**config.mk**
```make
export PLATFORM = sky130hd
export DESIGN_NAME = burst_xfer_ctrl
export DESIGN_NICKNAME = d
export VERILOG_FILES = /design/src/rtl/bxc_pkg.sv /design/src/rtl/bxc_ctrl.sv /design/src/rtl/bxc_dpath.sv /design/src/rtl/burst_xfer_ctrl.sv
export SDC_FILE = /design/constraint.sdc
export NUM_CORES = 2
export LEC_CHECK = 0
export ABC_CLOCK_PERIOD_IN_PS = 15000
export BUFFER_PORTS_ARGS = -buffer_cell sky130_fd_sc_hd__buf_2
export CORE_MARGIN = 2
export CORE_UTILIZATION = 65
export DETAILED_ROUTE_END_ITERATION = 8
export HOLD_SLACK_MARGIN = 0.03
export PLACE_DENSITY = 0.83
export SLEW_MARGIN = 20
export SYNTH_ARGS = -nofsm -noshare
export SYNTH_HDL_FRONTEND = slang
export SYNTH_HIERARCHICAL = 1
export SYNTH_SLANG_ARGS = --single-unit
```
**constraint.sdc**
```tcl
create_clock -name clk -period 15 [get_ports clk]
set_input_delay 0.75 -clock clk [delete_from_list [all_inputs] [get_ports clk]]
set_output_delay 0.75 -clock clk [all_outputs]
set_load 0.005 [all_outputs]
```
**src/rtl/bxc_pkg.sv**
```systemverilog
package bxc_pkg;
  typedef enum logic [2:0] {S_IDLE, S_READ, S_WAIT, S_WRITE, S_DONE} bxcState_t;

  typedef struct packed {
    logic clear;    // new run accepted
    logic take;     // read word arrives this cycle
    logic compute;  // latched mode
  } dpCtl_t;
endpackage

```
**src/rtl/bxc_ctrl.sv**
```systemverilog
module bxc_ctrl
  import bxc_pkg::*;
#(
  parameter int ADDR_W    = 32,
  parameter int MAX_N     = 8,
  parameter int BUF_DEPTH = 64,
  parameter int SZ_W      = 4,
  parameter int BL_W      = 7,
  parameter int RL_W      = 7,
  parameter int IDX_W     = 6
) (
  input  logic              clk,
  input  logic              rstN,
  input  logic              cfgCompute,
  input  logic [SZ_W-1:0]   cfgSize,
  input  logic [BL_W-1:0]   cfgBurstLen,
  input  logic [ADDR_W-1:0] cfgRdBase,
  input  logic [ADDR_W-1:0] cfgWrBase,
  input  logic              startPulse,
  output logic              rdReqValid,
  input  logic              rdReqAck,
  output logic [ADDR_W-1:0] rdReqAddr,
  output logic [RL_W-1:0]   rdReqLen,
  input  logic              rdDataValid,
  output logic              wrValid,
  input  logic              wrAck,
  output logic [ADDR_W-1:0] wrAddr,
  output logic [IDX_W-1:0]  wrIdx,
  output logic [SZ_W-1:0]   nOut,
  output dpCtl_t            dpCtl,
  output logic              busy,
  output logic              done
);
  bxcState_t         state;
  logic              modeQ, reqDone;
  logic [SZ_W-1:0]   nQ;
  logic [ADDR_W-1:0] rdBaseQ, wrBaseQ;
  logic [RL_W-1:0]   rdLenQ, rdCnt;
  logic [BL_W-1:0]   wrLenQ, wrCnt;

  logic [SZ_W-1:0] nEff;
  logic [BL_W-1:0] blEff, wrLenNew;
  logic [RL_W-1:0] rdLenNew;
  logic accept, zeroLen, rdLast, wrLast;

  always_comb begin
    nEff     = (cfgSize > SZ_W'(MAX_N)) ? SZ_W'(MAX_N) : cfgSize;
    blEff    = (cfgBurstLen > BL_W'(BUF_DEPTH)) ? BL_W'(BUF_DEPTH) : cfgBurstLen;
    rdLenNew = cfgCompute ? (RL_W'(nEff) + RL_W'(nEff) * RL_W'(nEff)) : RL_W'(blEff);
    wrLenNew = cfgCompute ? BL_W'(nEff) : blEff;
    accept   = (state == S_IDLE) && startPulse;
    zeroLen  = (wrLenNew == '0);
    rdLast   = (state == S_READ) && rdDataValid && (rdCnt == rdLenQ - RL_W'(1));
    wrLast   = (state == S_WRITE) && wrAck && (wrCnt == wrLenQ - BL_W'(1));
  end

  always_ff @(posedge clk) begin
    if (!rstN) begin
      state   <= S_IDLE;
      modeQ   <= 1'b0;
      nQ      <= '0;
      rdBaseQ <= '0;
      wrBaseQ <= '0;
      rdLenQ  <= '0;
      wrLenQ  <= '0;
      rdCnt   <= '0;
      wrCnt   <= '0;
      reqDone <= 1'b0;
      busy    <= 1'b0;
      done    <= 1'b0;
    end else begin
      unique case (state)
        S_IDLE: if (accept) begin
          modeQ   <= cfgCompute;
          nQ      <= nEff;
          rdBaseQ <= cfgRdBase;
          wrBaseQ <= cfgWrBase;
          rdLenQ  <= rdLenNew;
          wrLenQ  <= wrLenNew;
          rdCnt   <= '0;
          wrCnt   <= '0;
          reqDone <= 1'b0;
          if (zeroLen) begin
            state <= S_DONE;
            done  <= 1'b1;
          end else begin
            state <= S_READ;
            busy  <= 1'b1;
            done  <= 1'b0;
          end
        end
        S_READ: begin
          if (rdReqValid && rdReqAck) reqDone <= 1'b1;
          if (rdDataValid) rdCnt <= rdCnt + RL_W'(1);
          if (rdLast) state <= S_WAIT;
        end
        S_WAIT: begin
          wrCnt <= '0;
          state <= S_WRITE;
        end
        S_WRITE: if (wrAck) begin
          if (wrLast) begin
            state <= S_DONE;
            busy  <= 1'b0;
            done  <= 1'b1;
          end else begin
            wrCnt <= wrCnt + BL_W'(1);
          end
        end
        S_DONE: state <= S_IDLE;
        default: state <= S_IDLE;
      endcase
    end
  end

  always_comb begin
    rdReqValid    = (state == S_READ) && !reqDone;
    rdReqAddr     = rdBaseQ;
    rdReqLen      = rdLenQ;
    wrValid       = (state == S_WRITE);
    wrAddr        = wrBaseQ + ADDR_W'(wrCnt);
    wrIdx         = IDX_W'(wrCnt);
    nOut          = nQ;
    dpCtl.clear   = accept;
    dpCtl.take    = (state == S_READ) && rdDataValid;
    dpCtl.compute = modeQ;
  end


  busy_done_excl_chk: assert property (@(posedge clk) disable iff (!rstN)
    !(busy && done));


  rd_req_hold_chk: assert property (@(posedge clk) disable iff (!rstN)
    (rdReqValid && !rdReqAck) |=> (rdReqValid && $stable(rdReqAddr) && $stable(rdReqLen)));


  wr_hold_chk: assert property (@(posedge clk) disable iff (!rstN)
    (wrValid && !wrAck) |=> (wrValid && $stable(wrAddr)));


  start_ignored_chk: assert property (@(posedge clk) disable iff (!rstN)
    (state != S_IDLE && startPulse) |=> ($stable(rdBaseQ) && $stable(wrBaseQ) && $stable(modeQ)));


  zero_len_chk: assert property (@(posedge clk) disable iff (!rstN)
    (accept && zeroLen) |=> (done && !busy && !rdReqValid));


  rd_order_chk: assert property (@(posedge clk) disable iff (!rstN)
    (state == S_READ && rdDataValid) |-> (reqDone || rdReqAck));
endmodule

```
**src/rtl/bxc_dpath.sv**
```systemverilog
module bxc_dpath
  import bxc_pkg::*;
#(
  parameter int DATA_W    = 16,
  parameter int MAX_N     = 8,
  parameter int BUF_DEPTH = 64,
  parameter int SZ_W      = 4,
  parameter int IDX_W     = 6
) (
  input  logic              clk,
  input  logic              rstN,
  input  dpCtl_t            ctl,
  input  logic [SZ_W-1:0]   nQ,
  input  logic [DATA_W-1:0] rdData,
  input  logic [IDX_W-1:0]  rdIdx,
  output logic [DATA_W-1:0] wrData
);
  localparam int VIDX_W = (MAX_N > 1) ? $clog2(MAX_N) : 1;

  logic [DATA_W-1:0] vecMem [MAX_N];
  logic [DATA_W-1:0] bufMem [BUF_DEPTH];
  logic [IDX_W-1:0]  fillCnt;
  logic [SZ_W-1:0]   col, row;
  logic [DATA_W-1:0] acc, macSum;
  logic              inMatrix;
  logic              vecLast, rowLast;

  always_comb begin
    macSum  = acc + DATA_W'(rdData * vecMem[col[VIDX_W-1:0]]);
    vecLast = (fillCnt == IDX_W'(nQ) - IDX_W'(1));
    rowLast = (col == nQ - SZ_W'(1));
  end

  always_ff @(posedge clk) begin
    if (!rstN) begin
      fillCnt  <= '0;
      col      <= '0;
      row      <= '0;
      acc      <= '0;
      inMatrix <= 1'b0;
    end else if (ctl.clear) begin
      fillCnt  <= '0;
      col      <= '0;
      row      <= '0;
      acc      <= '0;
      inMatrix <= 1'b0;
    end else if (ctl.take) begin
      if (!ctl.compute || !inMatrix) begin
        fillCnt <= fillCnt + IDX_W'(1);
        if (ctl.compute && vecLast) inMatrix <= 1'b1;
      end else if (rowLast) begin
        acc <= '0;
        col <= '0;
        row <= row + SZ_W'(1);
      end else begin
        acc <= macSum;
        col <= col + SZ_W'(1);
      end
    end
  end

  always_ff @(posedge clk) begin
    if (ctl.take) begin
      if (!ctl.compute) bufMem[fillCnt] <= rdData;
      else if (!inMatrix) vecMem[fillCnt[VIDX_W-1:0]] <= rdData;
      else if (rowLast) bufMem[IDX_W'(row)] <= macSum;
    end
  end

  assign wrData = bufMem[rdIdx];


  mac_col_chk: assert property (@(posedge clk) disable iff (!rstN)
    (ctl.take && ctl.compute && inMatrix) |-> (col < nQ && row < nQ));
endmodule

```
**src/rtl/burst_xfer_ctrl.sv**
```systemverilog
module burst_xfer_ctrl
  import bxc_pkg::*;
#(
  parameter int DATA_W    = 16,
  parameter int ADDR_W    = 32,
  parameter int MAX_N     = 8,
  parameter int BUF_DEPTH = 64,
  localparam int SZ_W     = $clog2(MAX_N + 1),
  localparam int BL_W     = $clog2(BUF_DEPTH + 1),
  localparam int RD_MAX   = (MAX_N + MAX_N * MAX_N > BUF_DEPTH) ? (MAX_N + MAX_N * MAX_N) : BUF_DEPTH,
  localparam int RL_W     = $clog2(RD_MAX + 1),
  localparam int IDX_W    = $clog2(BUF_DEPTH)
) (
  input  logic              clk,
  input  logic              rstN,
  input  logic              cfgCompute,
  input  logic [SZ_W-1:0]   cfgSize,
  input  logic [BL_W-1:0]   cfgBurstLen,
  input  logic [ADDR_W-1:0] cfgRdBase,
  input  logic [ADDR_W-1:0] cfgWrBase,
  input  logic              startPulse,
  output logic              rdReqValid,
  input  logic              rdReqAck,
  output logic [ADDR_W-1:0] rdReqAddr,
  output logic [RL_W-1:0]   rdReqLen,
  input  logic              rdDataValid,
  input  logic [DATA_W-1:0] rdData,
  output logic              wrValid,
  input  logic              wrAck,
  output logic [ADDR_W-1:0] wrAddr,
  output logic [DATA_W-1:0] wrData,
  output logic              busy,
  output logic              done
);
  dpCtl_t           dpCtl;
  logic [IDX_W-1:0] wrIdx;
  logic [SZ_W-1:0]  nLat;

  bxc_ctrl #(
    .ADDR_W(ADDR_W), .MAX_N(MAX_N), .BUF_DEPTH(BUF_DEPTH),
    .SZ_W(SZ_W), .BL_W(BL_W), .RL_W(RL_W), .IDX_W(IDX_W)
  ) ctrlU (
    .clk(clk), .rstN(rstN),
    .cfgCompute(cfgCompute), .cfgSize(cfgSize), .cfgBurstLen(cfgBurstLen),
    .cfgRdBase(cfgRdBase), .cfgWrBase(cfgWrBase), .startPulse(startPulse),
    .rdReqValid(rdReqValid), .rdReqAck(rdReqAck), .rdReqAddr(rdReqAddr),
    .rdReqLen(rdReqLen), .rdDataValid(rdDataValid),
    .wrValid(wrValid), .wrAck(wrAck), .wrAddr(wrAddr), .wrIdx(wrIdx),
    .nOut(nLat), .dpCtl(dpCtl), .busy(busy), .done(done)
  );

  bxc_dpath #(
    .DATA_W(DATA_W), .MAX_N(MAX_N), .BUF_DEPTH(BUF_DEPTH),
    .SZ_W(SZ_W), .IDX_W(IDX_W)
  ) dpathU (
    .clk(clk), .rstN(rstN), .ctl(dpCtl), .nQ(nLat),
    .rdData(rdData), .rdIdx(wrIdx), .wrData(wrData)
  );
endmodule

```
# ---- Word level (Yosys, flattened, before mapping)
# Memory sizes are Yosys's and may differ from the RTL's. A register that Yosys moved wholly into a read port is not among the register bits.
# Cells that the tools add are included.
# W data, S select, Z words.
dict set report word_totals {
  ramBits 1152
  memories 2
  elab_cells 132
  in_bits 98
  regBits 134
  output_inout_bits 91
}
# memory words width read_ports rd_clocked_by_memory_dff write_ports line
set memory_table {}
lappend memory_table {dpathU.bufMem 64 16 1 1 1 bxc_dpath.sv:21} ;# logic [DATA_W-1:0] bufMem [BUF_DEPTH];
lappend memory_table {dpathU.vecMem 8 16 1 1 1 bxc_dpath.sv:20} ;# logic [DATA_W-1:0] vecMem [MAX_N];
dict set report classes {
  mux 50
  reduce_logical 30
  n_eq_ne 15
  bitwise_logic 2
  add_sub_neg 12
  n_lt_le_gt_ge 2
  n_mul 2
}
# cell count
set op_table {}
lappend op_table {{$mux W7} 7}
lappend op_table {{$add A32 B7 Y32} 1}
lappend op_table {{$mux W16} 2}
lappend op_table {{$mux W1} 23}
lappend op_table {{$mux W3} 7}
lappend op_table {{$pmux W7 S3} 1}
lappend op_table {{$mux W6} 3}
lappend op_table {{$add A16 B16 Y16} 1}
lappend op_table {{$mul A16 B16 Y16} 1}
lappend op_table {{$reduce_or A16 Y1} 1}
lappend op_table {{$add A7 B1 Y7 const B} 2}
lappend op_table {{$eq A7 B7 Y1} 2}
lappend op_table {{$pmux W7 S2} 1}
lappend op_table {{$sub A7 B1 Y7 const B} 2}
lappend op_table {{$pmux W3 S4} 1}
lappend op_table {{$reduce_and A3 Y1} 4}
lappend op_table {{$reduce_and A4 Y1} 3}
lappend op_table {{$add A4 B1 Y4 const B} 2}
lappend op_table {{$logic_and A1 B1 Y1} 8}
lappend op_table {{$mux W4} 2}
lappend op_table {{$ne A2 B1 Y1 const B} 4}
lappend op_table {{$ne A2 B2 Y1 const B} 4}
lappend op_table {{$add A4 B7 Y7} 1}
lappend op_table {{$gt A7 B7 Y1 const B} 1}
lappend op_table {{20 further kinds} 29}

# ---- Depth between registers and ports, before layout
dict set report depth {
  word_depth 9
  depth_mapped 26
  ltp_nobuf 23
}

# ---- Modules after synthesis
# The synthesis kept the hierarchy.
# mod n_inst seq_area_each_um2 cells_each area_per_inst_um2
set modules_own_cells {}
lappend modules_own_cells {bxc_dpath 1 35273.8 2480 50069.3}
lappend modules_own_cells {bxc_ctrl 1 2062.0 695 5415.2}

# ---- Worst setup path before layout
# No wires, ideal clock.
dict set report synth_path {
  kind {register -> register}
  startpoint {reg with a tool-made name}
  endpoint {mem dpathU.bufMem[0][14], data pin}
  arrival_ns 8.390
  t_required_ns 14.280
  slack_ns 5.890
  setup_ns 0.720
  path_stages_with_launch 22
  path_buffers 3
  period_less_slack_ns 9.110
  cell_sequence {dfxtp_1 > buf_6 > buf_8 > mux4_2 > mux2i_1 > clkbuf_1 > nor2b_1 > fa_1 > inv_1 > fa_1 > inv_1 > fa_1 > fa_1 > fa_1 > inv_1 > fa_1 > inv_1 > ha_1 > or2_2 > o31a_1 > and3_1 > o31ai_1}
}
# item line
set synth_lines {}
lappend synth_lines {{end: declaration} bxc_dpath.sv:21}

==> results.md <==
* Post-layout net count at 3685
* Reg-to-reg slack, setup at 6770 ps
* Die Y at 296 um
* Clock Path Buffers at 3
* Final setup fails at 0
* GR Overflow Total at 0
* Synth Net Count at 3445
* Pre-Repair DR Iteration Count at 8
* Area grow syn2layout at 11.6%
* GRT Util Overall at 36.5%
* Antenna violation net count after detailed routing at 0
* Max-cap violations at 0
* DR WL/cell at 33.6 um
* Req. time, crit path at 15430 ps
* Die Wd at 296 um
* Initial antenna violation count at 8
* Final period utilization at 54.8%
* Final Slew Violations at 0
* Maximum VDD drop at 0.110 mV
* Top_reg_cell synth: edfxtp_1
* Routed WL at 156000 um
* Global-route wire length before repair at 225000 um
* Pin count of the biggest net entering global routing at 159
* Initial DRC Count at 4482
* Post-synth cell types at 80
* Synth Warn # at 6
* Synthesized area per cell at 17.5 um^2
* Clock sinks at 1289
* Hold Crit Class: in2reg
* Vias at 31900
* Lkg Pwr at 20.5 nW
* H-Tree Depth at 3
* Design area at 61900 um^2
* PortBufs at 188
* Root buf cell: clkbuf_16
* Worst-Margin Slew at 1060 ps
* Crit Path Category: reg2reg
* Fmax at 122 MHz
* Setup repair after global routing missed its margin: no
* Clock tree from TritonCTS: built
* Core Area at 84900 um^2
* DR vias/cell at 6.85
* Setup crit end: dpathU/bufMem[19][15]
* Fin Clk Skew at 79.4 ps
* Worst path cell trace: mux4_1 -> mux2i_1 -> nor2b_1 -> fa_1 -> inv_1 -> fa_1 -> fa_1 -> inv_1 -> fa_1 -> inv_1 -> fa_1 -> fa_1 -> xnor2_1 -> xnor2_1 -> xnor2_1 -> xnor2_1 -> xnor2_2 -> xnor3_1 -> xor2_1 -> o21ai_4 -> buf_4
* Startpoint types: register
* Cells on worst reg2reg path at 21
* Minimum clock period at 8230 ps
* IO Count at 189
* Hold Path Depth at 3
* Vias in the first global route at 32700
* Crit-path max FO at 64
* Register clock-pin slew on the reported worst setup and hold paths at 70 ps
* Min Hold Slack at 237 ps
* Final worst slack at 6770 ps
* Final Hold Fails at 0
* Slew headroom at 27.5%
* Seq/Total Area, Yosys at 67.3%
* Num CTS Buffers at 118
* Status: finished, final reports clean
* Final GP Congestion at 0.861
* Async set-or-reset flop fraction in the synthesized netlist at 0%
* Critical path's slowest cell: dfxtp_2
* Yosys reg bits at 1289
* Overall power at 7.82 mW
* Power per cell area at 126 nW/um^2
* Pre-CTS WS at 6740 ps
* CTS Hold Buffers Added at 0
* Crit-path most repeated cell: fa_1
* Cells after Synth at 3175
* Post-synth EDFFs at 1152
* CP Data Arrival Time at 8650 ps
* Capture point of the worst reg-to-reg path: dpathU/bufMem[19][15]
* Setup TNS at 0 ps
* Synthesized cell area at 55500 um^2
* PostCTS Resize Cnt at 0
* DR DRC count at 0
* Most frequent cells in the layout: edfxtp_1, mux4_2, nand2_1
* Initial core utilization at 65.4%
* # Post-CTS Setup Buffers at 0
* Area of the die at 87700 um^2
* Layout cell share with drive strength beyond 1 at 24.9%
* Clk_lat worst skew at 750 ps
* Post-place instance area at 58100 um^2
* Most common cell after layout, fill and taps aside: edfxtp_1
* Final HPWL DP at 85700 um
* Max incr delay on CP at 980 ps
* Crit. End Element: register
* Row Count at 107
synth_stat cells, types with 4 or more instances:
master | number | share of area, %
a221oi_1 | 7 | 0.11
ha_1 | 76 | 1.7
and2_1 | 28 | 0.32
fa_1 | 96 | 3.5
dfxtp_1 | 137 | 4.9
o21bai_1 | 5 | 0.068
a31oi_1 | 11 | 0.12
o21ai_0 | 25 | 0.23
nor3b_1 | 7 | 0.095
nor2b_1 | 47 | 0.53
buf_2 | 5 | 0.045
nand2b_1 | 20 | 0.23
nand4_1 | 17 | 0.19
a211oi_1 | 9 | 0.12
a22oi_1 | 9 | 0.12
mux2i_1 | 16 | 0.29
nand2_1 | 278 | 1.9
mux2_2 | 5 | 0.10
or2_2 | 6 | 0.068
clkbuf_1 | 122 | 0.83
or3_1 | 14 | 0.16
mux4_1 | 4 | 0.19
o21a_1 | 4 | 0.054
and4_1 | 4 | 0.063
o21ai_1 | 6 | 0.054
nor3_1 | 21 | 0.19
and3_1 | 8 | 0.090
nor2_1 | 129 | 0.87
xnor2_1 | 70 | 1.1
xor2_1 | 32 | 0.51
and2b_1 | 4 | 0.054
inv_1 | 190 | 1.3
edfxtp_1 | 1152 | 62
a21oi_1 | 109 | 0.98
nand3_1 | 41 | 0.37
buf_4 | 9 | 0.12
buf_1 | 25 | 0.17
o211ai_1 | 5 | 0.068
mux4_2 | 361 | 15
a21o_1 | 5 | 0.068
flip-flops by register name (all words and copies together) (netlist names), named ones only:
| name | cells |
|---|---|
| dpathU/bufMem | 1024 |
| dpathU/vecMem | 128 |
| ctrlU/rdReqAddr | 32 |
| ctrlU/wrBaseQ | 32 |
| dpathU/acc | 16 |
| ctrlU/rdCnt | 7 |
| ctrlU/rdReqLen | 7 |
| ctrlU/wrCnt | 7 |
| ctrlU/wrLenQ | 7 |
| dpathU/fillCnt | 6 |
| ctrlU/nOut | 4 |
| dpathU/col | 4 |
| dpathU/row | 4 |
| ctrlU/state | 3 |
| ctrlU/busy | 1 |
| ctrlU/done | 1 |
| ctrlU/modeQ | 1 |
| ctrlU/reqDone | 1 |
| dpathU/inMatrix | 1 |
how the worst min path moves through the flow:
stage                                to                 from  slack [ps]
floorplan                 dpathU/acc[3]        dpathU/acc[3]         430
global placement    ctrlU/rdReqAddr[31]  ctrlU/rdReqAddr[31]         440
detailed placement  ctrlU/rdReqAddr[22]  ctrlU/rdReqAddr[22]         450
CTS                 ctrlU/rdReqAddr[31]        cfgRdBase[31]         210
global route        ctrlU/rdReqAddr[31]        cfgRdBase[31]         230
finish              ctrlU/rdReqAddr[31]        cfgRdBase[31]         240
logic make-up after synthesis:
logic type / synth area share (%)
compound gates: 2.46
other cells: 0.00676
buf+inv: 2.54
mux: 15.3
flops: 67.3
simple gates: 5.36
xor+xnor: 1.83
fa+ha+maj: 5.18
worst max-delay path: cells and delay by family (launching register included):
family | cells | cell delay (ps)
flip-flops | 1 | 980
AO/OA/AOI/OAI | 1 | 150
buffers and inverters | 4 | 750
AND/OR/NAND/NOR | 1 | 180
adder cells (fa/ha/maj) | 6 | 2940
multiplexers | 2 | 1490
XOR/XNOR | 7 | 1450
report_power, final:
group          switching, mW  internal, mW  leakage [nW]
Combinational          0.514         0.332          7.27
Sequential            0.0293          3.93          11.5
Clock                   1.40          1.61          1.81
metrics by stage:
step	utilization (%)	std cells
detailed placement	68.4	4438
finish	72.9	4658
global route	72.9	4656
CTS	72.8	4655
global placement	68.4	4438
floorplan	-	3175
layout make-up:
type / instances / area (um^2)
Sequential cell: 1289 / 37400
Fill cell: 4798 / 23000
Multi-Input combinational cell: 1530 / 16900
Clock buffer: 141 / 3080
Timing Repair Buffer: 285 / 1710
Tap cell: 1144 / 1430
Inverter: 191 / 717
Clock inverter: 76 / 674
Antenna cell: 2 / 5.00
per-layer routing:
layer / GRT usage (%) / vias up / routed length [um]
met5: 0 / - / 94
met1: 44.6 / 16200 / 50000
li1: - / 12600 / -
met3: 7.49 / 616 / 16600
met4: 23.5 / 14 / 12200
met2: 59.9 / 2456 / 77300
Power figures use the tool's default switching activity.
